--- config.mk ---
export PLATFORM = sky130hd
export DESIGN_NAME = cfg_word_joiner
export DESIGN_NICKNAME = d
export VERILOG_FILES = /design/src/rtl/cfg_join_pkg.sv /design/src/rtl/cfg_join_decode.sv /design/src/rtl/cfg_join_hold.sv /design/src/rtl/cfg_join_ack.sv /design/src/rtl/cfg_join_emit.sv /design/src/rtl/cfg_word_joiner.sv
export SDC_FILE = /design/constraint.sdc
export NUM_CORES = 1
export LEC_CHECK = 0
export BUFFER_PORTS_ARGS = -buffer_cell sky130_fd_sc_hd__buf_2
export CORE_ASPECT_RATIO = 0.5
export CORE_MARGIN = 2
export CORE_UTILIZATION = 30
export CTS_BUF_LIST = sky130_fd_sc_hd__clkbuf_2 sky130_fd_sc_hd__clkbuf_4 sky130_fd_sc_hd__clkbuf_8
export DETAILED_ROUTE_END_ITERATION = 10
export GPL_TIMING_DRIVEN = 0
export PLACE_DENSITY_LB_ADDON = 0.12
export REMOVE_ABC_BUFFERS = 1
export SETUP_SLACK_MARGIN = 0.15
export SLEW_MARGIN = 20
export SYNTH_ARGS = -nofsm -noshare
export SYNTH_HDL_FRONTEND = slang
export SYNTH_HIERARCHICAL = 1
export SYNTH_SLANG_ARGS = --single-unit
--- constraint.sdc ---
create_clock -name clk -period 2.35 [get_ports clk]
set_input_delay 0.47 -clock clk [delete_from_list [all_inputs] [get_ports clk]]
set_output_delay 0.47 -clock clk [all_outputs]
set_load 0.01 [all_outputs]
--- src/rtl/cfg_join_pkg.sv ---
package cfg_join_pkg;

   // Kind of access seen on the host bus in one cycle
   typedef enum logic [1:0] {
      ACC_NONE = 2'd0,
      ACC_READ = 2'd1,
      ACC_LOW  = 2'd2,
      ACC_HIGH = 2'd3
   } acc_kind_e;

endpackage

--- src/rtl/cfg_join_decode.sv ---
module cfg_join_decode
   import cfg_join_pkg::*;
#(
   parameter int IDX_W = 5
) (
   input  logic              stb,
   input  logic              we,
   input  logic [IDX_W+1:0]  addr,
   output acc_kind_e         kind,
   output logic [IDX_W-1:0]  idx
);

   localparam int HALF_SEL_BIT = 1;

   // Bit 0 is the byte lane within a half-word; it is not decoded
   logic unused_byte_lane;
   assign unused_byte_lane = addr[0];

   assign idx = addr[IDX_W+1:2];

   always_comb begin
      if (!stb)
         kind = ACC_NONE;
      else if (!we)
         kind = ACC_READ;
      else if (addr[HALF_SEL_BIT])
         kind = ACC_HIGH;
      else
         kind = ACC_LOW;
   end

endmodule

--- src/rtl/cfg_join_hold.sv ---
module cfg_join_hold #(
   parameter int HALF_W = 16
) (
   input  logic              clk,
   input  logic              rst_n,
   input  logic              load,
   input  logic [HALF_W-1:0] din,
   output logic [HALF_W-1:0] q
);

   always_ff @(posedge clk) begin
      if (!rst_n)
         q <= '0;
      else if (load)
         q <= din;
   end

   // without a load the held value does not move
   held_stable_chk: assert property (@(posedge clk) disable iff (!rst_n)
      !load |=> $stable(q));

endmodule

--- src/rtl/cfg_join_ack.sv ---
module cfg_join_ack (
   input  logic clk,
   input  logic rst_n,
   input  logic stb,
   output logic ack
);

   always_ff @(posedge clk) begin
      if (!rst_n)
         ack <= 1'b0;
      else
         ack <= stb;
   end


   ack_follows_chk: assert property (@(posedge clk) disable iff (!rst_n)
      stb |=> ack);


   ack_cause_chk: assert property (@(posedge clk) disable iff (!rst_n)
      ack |-> $past(stb));

endmodule

--- src/rtl/cfg_join_emit.sv ---
module cfg_join_emit #(
   parameter int IDX_W  = 5,
   parameter int HALF_W = 16
) (
   input  logic                clk,
   input  logic                rst_n,
   input  logic                fire,
   input  logic [IDX_W-1:0]    idx_in,
   input  logic [HALF_W-1:0]   hi_in,
   input  logic [HALF_W-1:0]   lo_in,
   output logic                stb_out,
   output logic [IDX_W-1:0]    idx_out,
   output logic [2*HALF_W-1:0] val_out
);

   always_ff @(posedge clk) begin
      if (!rst_n) begin
         stb_out <= 1'b0;
         idx_out <= '0;
         val_out <= '0;
      end else begin
         stb_out <= fire;
         if (fire) begin
            idx_out <= idx_in;
            val_out <= {hi_in, lo_in};
         end
      end
   end

   // the lower half carries the value that was held at the firing edge
   lo_join_chk: assert property (@(posedge clk) disable iff (!rst_n)
      fire |=> val_out[HALF_W-1:0] == $past(lo_in));

endmodule

--- src/rtl/cfg_word_joiner.sv ---
module cfg_word_joiner
   import cfg_join_pkg::*;
#(
   parameter int IDX_W  = 5,
   parameter int HALF_W = 16
) (
   input  logic                clk,
   input  logic                rst_n,
   input  logic                bus_stb,
   input  logic                bus_we,
   input  logic [IDX_W+1:0]    bus_addr,
   input  logic [HALF_W-1:0]   bus_wdata,
   output logic                bus_ack,
   output logic [HALF_W-1:0]   bus_rdata,
   output logic                cfg_stb,
   output logic [IDX_W-1:0]    cfg_idx,
   output logic [2*HALF_W-1:0] cfg_val
);

   localparam int NUM_REGS = 1 << IDX_W;

   generate
      if (IDX_W < 1) begin : g_bad_idx
         $error("cfg_word_joiner: IDX_W must be at least 1");
      end
      if (HALF_W < 1) begin : g_bad_half
         $error("cfg_word_joiner: HALF_W must be at least 1");
      end
      if (NUM_REGS < 2) begin : g_bad_count
         $error("cfg_word_joiner: register count too small");
      end
   endgenerate

   acc_kind_e         kind;
   logic [IDX_W-1:0]  dec_idx;
   logic [HALF_W-1:0] held_lo;

   cfg_join_decode #(.IDX_W(IDX_W)) u_decode (
      .stb  (bus_stb),
      .we   (bus_we),
      .addr (bus_addr),
      .kind (kind),
      .idx  (dec_idx)
   );

   cfg_join_hold #(.HALF_W(HALF_W)) u_hold (
      .clk   (clk),
      .rst_n (rst_n),
      .load  (kind == ACC_LOW),
      .din   (bus_wdata),
      .q     (held_lo)
   );

   cfg_join_emit #(.IDX_W(IDX_W), .HALF_W(HALF_W)) u_emit (
      .clk     (clk),
      .rst_n   (rst_n),
      .fire    (kind == ACC_HIGH),
      .idx_in  (dec_idx),
      .hi_in   (bus_wdata),
      .lo_in   (held_lo),
      .stb_out (cfg_stb),
      .idx_out (cfg_idx),
      .val_out (cfg_val)
   );

   cfg_join_ack u_ack (
      .clk   (clk),
      .rst_n (rst_n),
      .stb   (bus_stb),
      .ack   (bus_ack)
   );

   // No readback path
   assign bus_rdata = '0;

   // a strobe only follows an upper-half write
   stb_origin_chk: assert property (@(posedge clk) disable iff (!rst_n)
      cfg_stb |-> $past(bus_stb && bus_we && bus_addr[1]));


   hi_write_fires_chk: assert property (@(posedge clk) disable iff (!rst_n)
      (bus_stb && bus_we && bus_addr[1]) |=> cfg_stb);


   idx_match_chk: assert property (@(posedge clk) disable iff (!rst_n)
      cfg_stb |-> cfg_idx == $past(bus_addr[IDX_W+1:2]));


   hi_half_chk: assert property (@(posedge clk) disable iff (!rst_n)
      cfg_stb |-> cfg_val[2*HALF_W-1:HALF_W] == $past(bus_wdata));


   read_quiet_chk: assert property (@(posedge clk) disable iff (!rst_n)
      (bus_stb && !bus_we) |=> !cfg_stb);

endmodule

-- Word level (Yosys, flattened, before mapping)
Index checks and enable logic that the tools add are counted.
- register bits after elaboration: 55
- bits of input ports: 27
- output and inout port bits: 55
- eq/ne operators: 2
- multiplexer cells: 3
- operators by type and width (operator ; number):
    $eq 2x2->1 const B ; 2
    $mux 2 ; 2
    $mux 1 ; 1

-- Logic depth before layout (Yosys ltp)
- word-level depth: 4
- mapped depth: 7
- mapped depth without buffers: 5

-- Hierarchy
The synthesis kept the hierarchy.
- modules (own cells, without submodules) (module ; times used ; cells each ; area an instance (µm²)):
    cfg_join_emit ; 1 ; 121 ; 1433.9
    cfg_join_hold ; 1 ; 51 ; 615.6
    cfg_word_joiner ; 1 ; 19 ; 140.1
    cfg_join_decode ; 1 ; 8 ; 55.1
    cfg_join_ack ; 1 ; 2 ; 26.3

-- Worst setup path after synthesis
No wires, ideal clock.
- path kind: in2reg
- from: input bus_addr[1]
- to: register u_emit.val_out[16]
- arrival: 1.318 ns
- data required time: 2.234 ns
- path slack: 0.916 ns
- cell stages on the path: 7
- path buffers: 2
- cells stage by stage: inv_1 a21boi_1 and2_2 buf_6 buf_8 mux2i_1 nor2b_1
- cells in the longest elaborated chain, start to end: 4
- RTL lines (item ; line ; text):
    start, declared ; cfg_word_joiner.sv:11 ; input logic [IDX_W+1:0] bus_addr,
    $mux 1 ; cfg_join_decode.sv:26 ; else if (addr[HALF_SEL_BIT])
    $mux 2 ; cfg_join_decode.sv:24 ; else if (!we)
    $mux 2 ; cfg_join_decode.sv:22 ; if (!stb)
    via kind[0] ; cfg_word_joiner.sv:34 ; acc_kind_e kind;
    $eq 2x2->1 ; cfg_word_joiner.sv:57 ; .fire (kind == ACC_HIGH),
    end signal, assigned ; cfg_join_emit.sv:25 ; val_out <= {hi_in, lo_in};
    end, declared ; cfg_join_emit.sv:13 ; output logic [2*HALF_W-1:0] val_out
The timed path passes the listed nets, and every way through them passes these cells.
A chain may end at the register's enable or synchronous reset.

-- Worst setup path after layout
- from: input bus_stb
- to: register u_emit.idx_out[4]
- cells in the longest elaborated chain, start to end: 2
- RTL lines (item ; line ; text):
    start, declared ; cfg_word_joiner.sv:9 ; input logic bus_stb,
    $mux 2 ; cfg_join_decode.sv:22 ;
    via kind[0] ; cfg_word_joiner.sv:34 ;
    $eq 2x2->1 ; cfg_word_joiner.sv:57 ;
    end signal, assigned ; cfg_join_emit.sv:24 ; idx_out <= idx_in;
    end, declared ; cfg_join_emit.sv:12 ; output logic [IDX_W-1:0] idx_out,
The timed path passes the listed nets, and every way through them passes these cells.

==> qor.txt <==
routed vias/inst: 4.065
Buf/Inv on CP: 1
post-synthesis sequential area ratio: 48.48%
min-delay worst type: in2reg
CP peak stage delay: 0.62 ns
simple-gate area share of the yosys netlist: 16.14%
largest delay contributor family on the critical path: simple AND/OR/NAND/NOR gates
Fin. Hold Viols: 0
post-CTS setup buffers: 0
Gate Count Post-Synth: 201
critical path capture point type: register
syn_area_per_cell: 11.30 um2
H-tree levels: 2
synthesis warning total: 6
RSZ-0062 raised after global routing: false
average routed wire per standard cell: 11.40 um
Final period util: 64.35%
kind of critical path: in2reg
initial antenna violation count: 0
io pins: 82
Rel. slew slack: 50.39%
1st-iter DRT viols: 32
layout overhead on the synthesized area: 15.15%
clk slew on worst S/H paths: 0.09 ns
Final setup viols: 0
Hold Crit Endpoint: u_ack/ack$_SDFF_PN0_
most frequent cells in the layout: buf_2 (64), dfxtp_1 (55), mux2i_1 (53), nor2b_1 (53), conb_1 (16)
Core Area: 0.007322 mm2
# diodes: 0
post_cts resized: 0
Pre-antenna DRT Iters: 4
setup TNS: 0 ns
Worst Skew: 0.0004396 ns
synthesized flop and latch total: 55
nets@finish: 282
status: completed
worst r2r path cells: 2
Initial Util: 31.02%
complex-gate fraction of the synthesized area: 0.3306%
largest net degree at the start of global routing: 56
Worst Max-Slew Pin Slew: 0.7441 ns
Cell Pwr Density: 647.1 mW/mm2
DP HPWL: 2572 um
CP required: 2.56 ns
Post-Synth XOR/XNOR Area: 0%
DR vias: 1,431
VDD IR-drop max: 0.2065 mV
GRT Util Overall: 10.42%
FMAX: 661.3 MHz
mux contribution to synthesized area: 23.36%
R2R Setup Slk: 1.72 ns
vias in the first global route: 1,388
synthesized cell area: 0.002271 mm2
worst skew pair latency: 0.30 ns
hold wc startpoint: bus_stb
most common cell after layout, fill and taps aside: buf_2
WL final: 4013 um
Synth cell types: 15
full die area: 0.008324 mm2
TritonCTS clock tree: done
Synth Area in Adders: 0%
leakage: 1.073 nW
CP Data Arrival Time: 1.72 ns
Max stage delay cell, worst path: and2_4
first-pass GRT wire length: 6672 um
die height: 65.52 um
CP cell instances: buf_2 -> a21boi_1 -> and2_4 -> mux2i_1 -> nor2b_1
crit path time final: 1.512 ns
row count: 22
CTS Buffer Depth: 2
root buf cell: clkbuf_8
RR Startpoint: u_emit/val_out[7]$_SDFFE_PN0P_
Max Cap Viol: 0
type of origin of the critical path: input pin
largest family of logic cells by synthesized area: multiplexers
Post-DRT Antenna Nets: 0
R2R Path End: u_emit/val_out[7]$_SDFFE_PN0P_
Sink Count: 55
grt ovf: 0
hold_buf cts: 0
RePlAce Congestion: 0.7069
total power: 1.692 mW
layout cell share with drive strength beyond 1: 28.91%
die width: 127.0 um
CP max FO: 38
CTS Buf Count: 5
Worst Hold Depth: 2
Slew Viols, Final: 0
DRC violations left: 0
I/O Buffers: 64
[metal layers]
layer / vias up / track usage (%) / wire length [um]
met5: - / 0 / 0
met4: 0 / 4.945 / 78
met3: 8 / 3.909 / 259
met2: 46 / 18.08 / 1850
met1: 659 / 11.51 / 1823
li1: 718 / - / -
[synthesized netlist by cell type]
| cell | count | area [um2] |
|---|---|---|
| and2_1 | 3 | 18.77 |
| buf_8 | 2 | 30.03 |
| clkbuf_1 | 4 | 15.01 |
| buf_12 | 1 | 20.02 |
| buf_6 | 2 | 22.52 |
| mux2i_1 | 53 | 530.5 |
| a21boi_1 | 1 | 7.510 |
| buf_2 | 1 | 5.000 |
| nor2b_1 | 53 | 331.6 |
| conb_1 | 1 | 3.750 |
| buf_4 | 22 | 165.2 |
| and2b_2 | 1 | 8.760 |
| inv_1 | 1 | 3.750 |
| and2_2 | 1 | 7.510 |
| dfxtp_1 | 55 | 1101 |
[final cells by class]
class	count	area [um2]
Tap cell	96	120.1
Timing Repair Buffer	64	320.3
Multi-Input combinational cell	128	965.9
Sequential cell	55	1101
Clock buffer	8	103.9
Inverter	1	3.754
Fill cell	760	4707
[worst reg2reg max path, cell delays in order, from the launching register on]
cell,delay (ns)
dfxtp_1,0.33
mux2i_1,0.13
nor2b_1,0.07
[state kept, by name, indices dropped and copies added (netlist names)]
signal          cells
u_emit/val_out     32
u_emit/stb_out      1
u_ack/ack           1
u_hold/q           16
u_emit/idx_out      5
[stage by stage]
step                      cells  util, %  instance area (um2)  setup slack (ns)  hold WS (ns)
after global routing        352    35.71                 2615            0.7015        0.3747
after CTS                   352    35.71                 2615            0.8365        0.3650
final                       352    35.71                 2615            0.8378        0.3872
after floorplan             184        -                 2069            0.5463        0.4824
after detailed placement    344    34.30                 2511            0.4916        0.4965
after global placement      344    34.28                 2510            0.1706        0.4901
[report_power, final]
group	leakage (nW)	switching (mW)	internal, mW
Clock	0.0549	0.294	0.281
Sequential	0.446	0.0111	0.956
Combinational	0.572	0.0775	0.0718
[how the worst max path moves through the flow]
| stage | depth (start not counted) | endpoint | slack (ns) | startpoint |
|---|---|---|---|---|
| 6_report | 5 | u_emit/idx_out[4]$_SDFFE_PN0P_ | 0.84 | bus_stb |
| 4_1_cts | 5 | u_emit/val_out[7]$_SDFFE_PN0P_ | 0.84 | bus_stb |
| 2_1_floorplan | 5 | u_emit/idx_out[0]$_SDFFE_PN0P_ | 0.55 | bus_addr[1] |
| 3_5_place_dp | 5 | u_emit/val_out[7]$_SDFFE_PN0P_ | 0.49 | bus_stb |
| 3_3_place_gp | 5 | u_emit/idx_out[2]$_SDFFE_PN0P_ | 0.17 | bus_stb |
| 5_1_grt | 5 | u_emit/val_out[3]$_SDFFE_PN0P_ | 0.70 | bus_stb |
[cells by family (layout without fill, tap and decap cells)]
| group | count (synthesis) | in the layout |
|---|---|---|
| other cells | 1 | 16 |
| simple gates | 58 | 58 |
| buf+inv | 33 | 73 |
| flops | 55 | 55 |
| compound gates | 1 | 1 |
| mux | 53 | 53 |
Power figures use the tool's default switching activity.
